`src/rtl/mbx_pkg.sv`:
```
package mbx_pkg;

    localparam int OFF_CMD  = 'h00;
    localparam int OFF_STAT = 'h04;
    localparam int OFF_WBUF = 'h80;
    localparam int OFF_RBUF = 'h90;

    typedef enum logic [1:0] {
        ST_IDLE = 2'd0,
        ST_RING = 2'd1,
        ST_WAIT = 2'd2
    } mbx_state_e;

    typedef struct packed {
        logic [7:0] size;
        logic [3:0] sub;
        logic       ioc;
        logic [7:0] code;
    } mbx_cmd_t;

endpackage

```
`src/rtl/mbx_fsm.sv`:
```
module mbx_fsm
    import mbx_pkg::*;
(
    input  logic       clk,
    input  logic       rst_n,
    input  logic       cmd_wr,
    input  mbx_cmd_t   cmd_in,
    input  logic       ctl_done,
    input  logic       ctl_fail,
    input  logic       err_we,
    input  logic [7:0] err_code_in,
    output logic       busy,
    output logic       doorbell,
    output mbx_cmd_t   cmd_q,
    output logic       err_bit,
    output logic [7:0] err_code,
    output logic       host_irq
);

    mbx_state_e state, nxt;
    logic       accept;
    logic       finish;

    assign accept = cmd_wr && (state == ST_IDLE);
    assign finish = ctl_done && (state != ST_IDLE);

    // state register
    always_ff @(posedge clk or negedge rst_n) begin
        if (!rst_n) state <= ST_IDLE;
        else        state <= nxt;
    end

    // next state and state-decoded outputs
    always_comb begin
        nxt      = state;
        busy     = 1'b0;
        doorbell = 1'b0;
        unique case (state)
            ST_IDLE: begin
                if (accept) nxt = ST_RING;
            end
            ST_RING: begin
                busy     = 1'b1;
                doorbell = 1'b1;
                nxt      = ctl_done ? ST_IDLE : ST_WAIT;
            end
            ST_WAIT: begin
                busy = 1'b1;
                if (ctl_done) nxt = ST_IDLE;
            end
            default: nxt = ST_IDLE;
        endcase
    end

    // transaction datapath
    always_ff @(posedge clk or negedge rst_n) begin
        if (!rst_n) begin
            cmd_q    <= '0;
            err_bit  <= 1'b0;
            err_code <= 8'h00;
            host_irq <= 1'b0;
        end else begin
            host_irq <= finish && cmd_q.ioc;
            if (accept) begin
                cmd_q    <= cmd_in;
                err_bit  <= 1'b0;
                err_code <= 8'h00;
            end else begin
                if (err_we && busy) err_code <= err_code_in;
                if (finish)         err_bit  <= ctl_fail;
            end
        end
    end


    doorbell_pulse_chk: assert property (@(posedge clk) disable iff (!rst_n)
        doorbell |=> !doorbell);


    go_busy_chk: assert property (@(posedge clk) disable iff (!rst_n)
        (cmd_wr && !busy) |=> (busy && doorbell));


    busy_ignore_chk: assert property (@(posedge clk) disable iff (!rst_n)
        (cmd_wr && busy) |=> !doorbell);


    done_clears_chk: assert property (@(posedge clk) disable iff (!rst_n)
        (busy && ctl_done) |=> !busy);


    irq_cause_chk: assert property (@(posedge clk) disable iff (!rst_n)
        host_irq |-> ($past(ctl_done) && $past(busy)));


    idle_done_chk: assert property (@(posedge clk) disable iff (!rst_n)
        (!busy && ctl_done && !cmd_wr) |=> (!busy && !host_irq));

endmodule

```
`src/rtl/mbx_wbuf.sv`:
```
module mbx_wbuf #(
    parameter int WORDS = 4,
    parameter int IW    = 2
) (
    input  logic          clk,
    input  logic          rst_n,
    input  logic          wr_en,
    input  logic [IW-1:0] wr_idx,
    input  logic [31:0]   wr_data,
    input  logic [IW-1:0] rd_idx,
    output logic [31:0]   rd_data
);

    logic [31:0] slot [WORDS];

    for (genvar k = 0; k < WORDS; k++) begin : g_slot
        always_ff @(posedge clk or negedge rst_n) begin
            if (!rst_n)                              slot[k] <= '0;
            else if (wr_en && wr_idx == IW'(k))      slot[k] <= wr_data;
        end
    end

    assign rd_data = slot[rd_idx];

endmodule

```
`src/rtl/mbx_rbuf.sv`:
```
module mbx_rbuf #(
    parameter int WORDS = 4,
    parameter int IW    = 2
) (
    input  logic          clk,
    input  logic          rst_n,
    input  logic          wr_en,
    input  logic [IW-1:0] wr_idx,
    input  logic [31:0]   wr_data,
    input  logic [IW+1:0] rd_byte_addr,
    input  logic          rd_byte,
    output logic [31:0]   rd_data
);

    logic [31:0] slot [WORDS];
    logic [31:0] word_sel;
    logic [1:0]  lane;

    for (genvar k = 0; k < WORDS; k++) begin : g_slot
        always_ff @(posedge clk or negedge rst_n) begin
            if (!rst_n)                              slot[k] <= '0;
            else if (wr_en && wr_idx == IW'(k))      slot[k] <= wr_data;
        end
    end

    assign word_sel = slot[rd_byte_addr[IW+1:2]];
    assign lane     = rd_byte_addr[1:0];

    always_comb begin
        if (rd_byte) rd_data = {24'h0, word_sel[8*lane +: 8]};
        else         rd_data = word_sel;
    end

endmodule

```
`src/rtl/hc_mailbox.sv`:
```
module hc_mailbox
    import mbx_pkg::*;
#(
    parameter int          BUF_BYTES = 16,
    parameter int          ADDR_W    = 8,
    parameter logic [7:0]  INIT_ID   = 8'h5A
) (
    input  logic              clk,
    input  logic              rst_n,
    input  logic              host_wr_en,
    input  logic              host_rd_en,
    input  logic              host_rd_byte,
    input  logic [ADDR_W-1:0] host_addr,
    input  logic [31:0]       host_wdata,
    output logic [31:0]       host_rdata,
    output logic              host_rvalid,
    output logic              host_irq,
    output logic              ctl_doorbell,
    output logic [7:0]        ctl_cmd_code,
    output logic [3:0]        ctl_cmd_sub,
    output logic [7:0]        ctl_cmd_size,
    input  logic [1:0]        ctl_pay_idx,
    output logic [31:0]       ctl_pay_data,
    input  logic              ctl_rsp_we,
    input  logic [1:0]        ctl_rsp_idx,
    input  logic [31:0]       ctl_rsp_data,
    input  logic              ctl_err_we,
    input  logic [7:0]        ctl_err_code,
    input  logic              ctl_done,
    input  logic              ctl_fail
);

    localparam int WORDS = BUF_BYTES / 4;
    localparam int IW    = $clog2(WORDS);
    localparam logic [ADDR_W-1:0] A_CMD   = ADDR_W'(OFF_CMD);
    localparam logic [ADDR_W-1:0] A_STAT  = ADDR_W'(OFF_STAT);
    localparam logic [ADDR_W-1:0] WB_LO   = ADDR_W'(OFF_WBUF);
    localparam logic [ADDR_W-1:0] WB_HI   = ADDR_W'(OFF_WBUF + BUF_BYTES);
    localparam logic [ADDR_W-1:0] RB_LO   = ADDR_W'(OFF_RBUF);
    localparam logic [ADDR_W-1:0] RB_HI   = ADDR_W'(OFF_RBUF + BUF_BYTES);

    logic        cmd_wr;
    logic        wb_wr;
    logic        in_rbuf;
    mbx_cmd_t    cmd_in;
    mbx_cmd_t    cmd_q;
    logic        busy;
    logic        err_bit;
    logic [7:0]  err_code;
    logic [31:0] status_word;
    logic [31:0] rb_data;
    logic [31:0] rd_mux;
    logic        unused_bits;

    assign cmd_wr  = host_wr_en && (host_addr == A_CMD);
    assign wb_wr   = host_wr_en && (host_addr >= WB_LO) && (host_addr < WB_HI);
    assign in_rbuf = (host_addr >= RB_LO) && (host_addr < RB_HI);

    assign cmd_in.size = host_wdata[23:16];
    assign cmd_in.sub  = host_wdata[15:12];
    assign cmd_in.ioc  = host_wdata[8];
    assign cmd_in.code = host_wdata[7:0];
    assign unused_bits = ^{host_wdata[31:24], host_wdata[11:9]};

    mbx_fsm u_fsm (
        .clk         (clk),
        .rst_n       (rst_n),
        .cmd_wr      (cmd_wr),
        .cmd_in      (cmd_in),
        .ctl_done    (ctl_done),
        .ctl_fail    (ctl_fail),
        .err_we      (ctl_err_we),
        .err_code_in (ctl_err_code),
        .busy        (busy),
        .doorbell    (ctl_doorbell),
        .cmd_q       (cmd_q),
        .err_bit     (err_bit),
        .err_code    (err_code),
        .host_irq    (host_irq)
    );

    mbx_wbuf #(.WORDS(WORDS), .IW(IW)) u_wbuf (
        .clk     (clk),
        .rst_n   (rst_n),
        .wr_en   (wb_wr),
        .wr_idx  (host_addr[IW+1:2]),
        .wr_data (host_wdata),
        .rd_idx  (ctl_pay_idx[IW-1:0]),
        .rd_data (ctl_pay_data)
    );

    mbx_rbuf #(.WORDS(WORDS), .IW(IW)) u_rbuf (
        .clk          (clk),
        .rst_n        (rst_n),
        .wr_en        (ctl_rsp_we),
        .wr_idx       (ctl_rsp_idx[IW-1:0]),
        .wr_data      (ctl_rsp_data),
        .rd_byte_addr (host_addr[IW+1:0]),
        .rd_byte      (host_rd_byte),
        .rd_data      (rb_data)
    );

    assign ctl_cmd_code = cmd_q.code;
    assign ctl_cmd_sub  = cmd_q.sub;
    assign ctl_cmd_size = cmd_q.size;

    assign status_word = {8'h00, err_code, INIT_ID, cmd_q.sub, 2'b00, err_bit, busy};

    always_comb begin
        if (host_addr == A_STAT) rd_mux = status_word;
        else if (in_rbuf)        rd_mux = rb_data;
        else                     rd_mux = 32'h0;
    end

    always_ff @(posedge clk or negedge rst_n) begin
        if (!rst_n) begin
            host_rvalid <= 1'b0;
            host_rdata  <= 32'h0;
        end else begin
            host_rvalid <= host_rd_en;
            if (host_rd_en) host_rdata <= rd_mux;
        end
    end


    rvalid_follows_chk: assert property (@(posedge clk) disable iff (!rst_n)
        host_rvalid |-> $past(host_rd_en));

endmodule

```
`config.mk`:
```
export PLATFORM = sky130hd
export DESIGN_NAME = hc_mailbox
export DESIGN_NICKNAME = d
export VERILOG_FILES = /design/src/rtl/mbx_pkg.sv /design/src/rtl/mbx_fsm.sv /design/src/rtl/mbx_wbuf.sv /design/src/rtl/mbx_rbuf.sv /design/src/rtl/hc_mailbox.sv
export SDC_FILE = /design/constraint.sdc
export NUM_CORES = 1
export LEC_CHECK = 0
export ABC_CLOCK_PERIOD_IN_PS = 1900
export BUFFER_PORTS_ARGS = -buffer_cell sky130_fd_sc_hd__clkbuf_2
export CAP_MARGIN = 10
export CELL_PAD_IN_SITES_DETAIL_PLACEMENT = 0
export CELL_PAD_IN_SITES_GLOBAL_PLACEMENT = 1
export CORE_MARGIN = 5
export CORE_UTILIZATION = 48
export CTS_CLUSTER_SIZE = 25
export DETAILED_ROUTE_END_ITERATION = 7
export PLACE_DENSITY_LB_ADDON = 0.1
export SLEW_MARGIN = 20
export SYNTH_ARGS = -nofsm -noshare
export SYNTH_HDL_FRONTEND = slang
export SYNTH_SLANG_ARGS = --single-unit
```
`constraint.sdc`:
```
create_clock -name clk -period 1.9 [get_ports clk]
set_input_delay 0.38 -clock clk [delete_from_list [all_inputs] [get_ports clk]]
set_output_delay 0.38 -clock clk [all_outputs]
set_load 0.02 [all_outputs]
```
After elaboration in Yosys (flattened, before gate mapping). Cells that the tools add are included.

Flip-flop bits (word level): 322. Input port bits: 93. Output and inout bits: 87. Logic and storage cells: 82.

Order comparisons: 6. Equal/unequal tests: 11. Shifts and indexed selects: 1. Muxes and demuxes: 19. Bitwise operators: 2. Reductions and logical operators: 25.

Operators with widths (count): $mux W32 (7); $bmux W32 S2 (2); $shiftx A32 B6 Y8 (1); $ge A8 B8 Y1 const B (2); $logic_and A1 B1 Y1 (16); $lt A8 B8 Y1 const B (2); $mux W8 (2); $eq A2 B2 Y1 const B (5); $eq A8 B3 Y1 const B (1); $logic_not A8 Y1 (1); $eq A2 B1 Y1 const B (3); $ge A3 B3 Y1 const B (2); $logic_not A2 Y1 (3); $mux W2 (3); $not A2 Y3 (2); $pmux W2 S3 (1); $reduce_bool A2 Y1 (3); $mux W1 (4); $ne A2 B1 Y1 const B (1); $ne A2 B2 Y1 const B (1); $reduce_and A2 Y1 (1); $reduce_or A2 Y1 (1).

Depth between registers and ports, before layout.
Word-level depth: 8. Depth in mapped cells: 7.

By module. From an unflattened synthesis, not the netlist that was laid out.

Cells, all modules: 983. Area total of the unflattened synthesis: 14829.2 um^2.

Modules (own cells, without submodules): mbx_rbuf (instances 1, cells each 436, area each 6462.4 um^2, seq. area each 3203.1 um^2); mbx_wbuf (instances 1, cells each 311, area each 5504.0 um^2, seq. area each 3203.1 um^2); hc_mailbox (instances 1, cells each 134, area each 1512.7 um^2, seq. area each 825.8 um^2); mbx_fsm (instances 1, cells each 102, area each 1350.0 um^2, seq. area each 825.8 um^2).

Worst setup path after synthesis. OpenSTA, ideal clock, no wires.

Kind: input port to flip-flop. From: input port host_addr[2]. To: register host_rdata[0]. Setup time: 0.130 ns. Arrival time: 1.833 ns. Setup slack: -0.063 ns. Cell stages on the path: 6. Path buffers: 2. Cell sequence: buf_2 > buf_4 > mux4_2 > mux2_2 > o221ai_1 > nand3_1.

Longest elaborated chain between the ends: 8. Elaborated cells between the ends (all ways): 12.

RTL lines: start, declared (RTL line hc_mailbox.sv:13) `input logic [ADDR_W-1:0] host_addr,`; $not A2 Y3 (not written as such) (RTL line mbx_rbuf.sv:26) `assign word_sel = slot[rd_byte_addr[IW+1:2]];`; $bmux W32 S2 (RTL line mbx_rbuf.sv:26); $mux W32 (not written as such) (2 in series) (RTL line mbx_rbuf.sv:26); $shiftx A32 B6 Y8 (RTL line mbx_rbuf.sv:30) `if (rd_byte) rd_data = {24'h0, word_sel[8*lane +: 8]};`; $mux W32 (RTL line mbx_rbuf.sv:30); $mux W32 (RTL line hc_mailbox.sv:111) `else if (in_rbuf) rd_mux = rb_data;`; $mux W32 (*) (RTL line hc_mailbox.sv:110) `if (host_addr == A_STAT) rd_mux = status_word;`; end signal, assigned (RTL line hc_mailbox.sv:121) `if (host_rd_en) host_rdata <= rd_mux;`; end, declared (RTL line hc_mailbox.sv:15) `output logic [31:0] host_rdata,`.

Every way passes the cells marked *; elsewhere a longest branch is shown, timed or not. The select of a mux whose other input is x is not followed. A chain may end at the register's enable or synchronous reset.

Worst setup path in the final report.
From: register u_wbuf.slot[33] in the netlist's numbering. To: output port ctl_pay_data[1].

Longest elaborated chain between the ends: 3.

RTL lines: start, declared (RTL line mbx_wbuf.sv:14) `logic [31:0] slot [WORDS];`; start signal, assigned by index (RTL line mbx_wbuf.sv:19) `else if (wr_en && wr_idx == IW'(k)) slot[k] <= wr_data;`; $bmux W32 S2 (RTL line mbx_wbuf.sv:23) `assign rd_data = slot[rd_idx];`; $mux W32 (not written as such) (2 in series) (RTL line mbx_wbuf.sv:23); end, declared (RTL line hc_mailbox.sv:23) `output logic [31:0] ctl_pay_data,`.

Every way passes these cells. The select of a mux whose other input is x is not followed.

==> flow_metrics.tcl <==
set metrics [dict create \
    async_flop_share 1.00 \
    critPathLaunch "u_wbuf.slot[33]$_DFFE_PN0P_" \
    seq_power_share 0.450 \
    rsz0062_at_grt "true" \
    synth_top_flop_cell "dfrtp_1" \
    gp_routability_congestion 0.765 \
    ys_seq_area_frac 0.566 \
    ant_nets 0 \
    ios 180 \
    crit_arrival_ns 1.54 \
    core_sq_um 29500 \
    final.fill_count 2372 \
    p_leak_nw 8.20 \
    htreeDepth 2 \
    rrSetupSlack_ns 0.14 \
    die_x_microns 182 \
    worstReg2RegEnd "u_fsm.cmd_q[8]$_DFFE_PN0P_" \
    path_max_fanout 2 \
    cts.sinks 322 \
    critPathCaptureType "output pin" \
    fin_crit_sh 1.01 \
    final-setup-viol-count 5 \
    tightest_slew_ns 0.445 \
    ctsRootBufferMaster "clkbuf_16" \
    period_minus_slack_ns 1.92 \
    hold_class "in -> reg" \
    area_growth_syn_to_layout_pct 22.5 \
    layout_setup_ws_ns -0.0223 \
    nets 1243 \
    vdd_ir_drop_max_v 0.000671 \
    grt_usage 0.204 \
    relSlewSlack 0.703 \
    drc_errors 0 \
    routedWlPerCell_microns 21.4 \
    drt-vias-per-instance 5.52 \
    finalMaxSlewViolations 0 \
    avgSynthCellArea_sq_um 15.2 \
    syn_inst 936 \
    dp_slack_ns -0.260 \
    comb_power_share 0.163 \
    wirelength_mm 33.4 \
    grt_pass1_wl_mm 53.4 \
    worst_clock_skew_ns 0.00681 \
    yosys_warnings 0 \
    cts_max_path_buffers 3 \
    grt_remaining_overflow 0 \
    numCtsBuffers 37 \
    dieArea_sq_um 33200 \
    violations "negative setup slack" \
    synth_top_area_share 0.566 \
    switching_share 0.242 \
    clock_latency_ns 0.50 \
    grt_pass1_vias 9222 \
    drt_iter0_drc 354 \
    rr_startpoint "u_fsm.state[1]$_DFFE_PN0P_" \
    worst-setup-path-type "reg -> out" \
    hold_viol_final 0 \
    antenna_found_initial 2 \
    status "finished, violations left" \
    syn-num-nets 1032 \
    placement_rows 63 \
    synth_cell_types 48 \
    intPower_w 0.0142 \
    synth.area.top_cells "dfrtp_1 57%, mux2_2 22%, mux4_2 10%, buf_4 1.4%, nand3_1 0.91%" \
    startpoint_type "flop" \
    fin_tns_setup_ns -0.0756 \
    start_util 0.483 \
    power.switching_w 0.00453 \
    io_buffers 179 \
    firstDrtPassIters 4 \
    layout-drive-gt1-share 0.561 \
    power_density_nw_per_um2 1070 \
    fmax_ghz 0.520 \
    synth_area_leader_cell "dfrtp_1" \
    grt_max_degree 79 \
    max_cap_viol_count 0 \
    cts.clk_slew.worst_paths_ns 0.06 \
    endpoint "ctl_pay_data[1]" \
    r2r_cells 6 \
    synth_edf_count 0 \
    clkPwrFrac 0.387 \
    ys_ff_latch 322 \
    holdWs_ns 0.120 \
    vias 8626 \
    hpwl_mm 22.9 \
    fp.dieH_microns 182 \
    worstPathRequired_ns 1.52 \
    syn_area_sq_um 14200 \
    cts_tree "done" \
]
cell usage in the layout, fill, tap and decap left out, types with 4 or more instances in the layout:
cell type  synthesis  layout
nand3_1           26      26
o221ai_1           5       5
clkbuf_2           1     146
clkbuf_8           0       8
clkbuf_16          0      37
mux2_2           277     277
inv_1             18      18
a31oi_1            5       5
o211a_1            5       5
mux4_2            64      64
buf_6              3      27
a21oi_1           18      18
nor2_1            24      24
clkbuf_1          24       9
a221oi_1           9       9
o21ai_0           13      13
bufinv_16          0       5
nor2b_1            5       5
dfrtp_1          322     322
buf_4             27      51
nand2_1           19      19
buf_8              1       6
clkinv_2           0       4
buf_12             0      20
cells in the mapped netlist (5+ instances only):
cell type and n:
a221oi_1 9, inv_1 18, buf_2 16, buf_1 8, nand3_1 26, clkbuf_1 24, mux4_2 64, o221ai_1 5
a21oi_1 18, mux2_2 277, nor2b_1 5, o211a_1 5, dfrtp_1 322, o21ai_0 13, nand2_1 19, a31oi_1 5
nor2_1 24, buf_4 27
power groups by stage:
| stage | sequential, W | clock, W | combinational [W] |
|---|---|---|---|
| after floorplan | 0.00836 | 0 | 0.00191 |
| after detailed placement | 0.00852 | 0 | 0.00290 |
| final | 0.00842 | 0.00724 | 0.00304 |
| after global placement | 0.00849 | 0 | 0.00285 |
| after global routing | 0.00852 | 0.00773 | 0.00332 |
| after CTS | 0.00841 | 0.00745 | 0.00295 |
critical path, stage by stage, from the launching register on:
cell and delay, ns:
dfrtp_1 0.38, mux4_2 0.51, buf_6 0.16
worst min-delay path by stage:
stage,from,depth (start not counted),end,slack (ns)
3_5_place_dp,rst_n,1,u_wbuf.slot[38]$_DFFE_PN0P_,0.24
5_1_grt,ctl_err_code[1],3,u_fsm.err_code[1]$_DFFE_PN0P_,0.12
2_1_floorplan,rst_n,0,host_rdata[0]$_DFFE_PN0P_,0.08
3_3_place_gp,rst_n,1,u_wbuf.slot[102]$_DFFE_PN0P_,0.24
4_1_cts,ctl_err_code[0],3,u_fsm.err_code[0]$_DFFE_PN0P_,0.09
6_report,ctl_err_code[0],3,u_fsm.err_code[0]$_DFFE_PN0P_,0.12
per-stage QoR:
stage	utilization	instances	instance area, sq um	power, W
floorplan	-	936	14300	0.0103
global placement	0.541	1492	15900	0.0113
detailed placement	0.541	1492	15900	0.0114
CTS	0.585	1558	17300	0.0188
global route	0.592	1563	17500	0.0196
finish	0.592	1563	17500	0.0187
cells by family (layout without fill, tap and decap cells):
logic type               count (synthesis)  in the layout  synth area share
multiplexers                           349            349             0.327
flip-flops                             322            322             0.566
AND/OR/NAND/NOR                         98             98            0.0366
buffers and inverters                   98            334            0.0368
AO/OA/AOI/OAI                           66             66            0.0315
adder cells (fa/ha/maj)                  3              3           0.00264
other                                    0              1                 0
state kept, by name, indices dropped and copies added (netlist names):
signal / count
u_fsm.state: 2
u_fsm.cmd_q: 21
host_rvalid: 1
u_fsm.err_code: 8
host_rdata: 32
u_rbuf.slot: 128
u_fsm.err_bit: 1
u_fsm.host_irq: 1
u_wbuf.slot: 128
layer usage:
layer	up-vias	wire [microns]	global-route usage
met3	45	1490	0.0357
met5	-	7	0
met2	193	16600	0.335
met4	2	571	0.0456
li1	3874	-	-
met1	4512	14700	0.289
area by class of cell:
type | count | area [sq um] | share of cell area
multi-input cells | 516 | 5670 | 0.325
inverters | 18 | 67.6 | 0.00387
flip-flops and latches | 322 | 8060 | 0.462
clock buffers | 54 | 1070 | 0.0613
clock inverters | 10 | 178 | 0.0102
diodes | 1 | 2.50 | 0.000143
well taps | 390 | 488 | 0.0280
repair buffers | 252 | 1920 | 0.110
what timing repair did:
action / CTS / global route
endpoints found under the hold margin: 16 / 0
resized for setup: 11 / 84
hold buffers: 1 / 0
setup endpoints to repair: 40 / 32
pin swaps: 1 / 0
buffers inserted: 1 / 4
(Power assumes the default switching activity.)
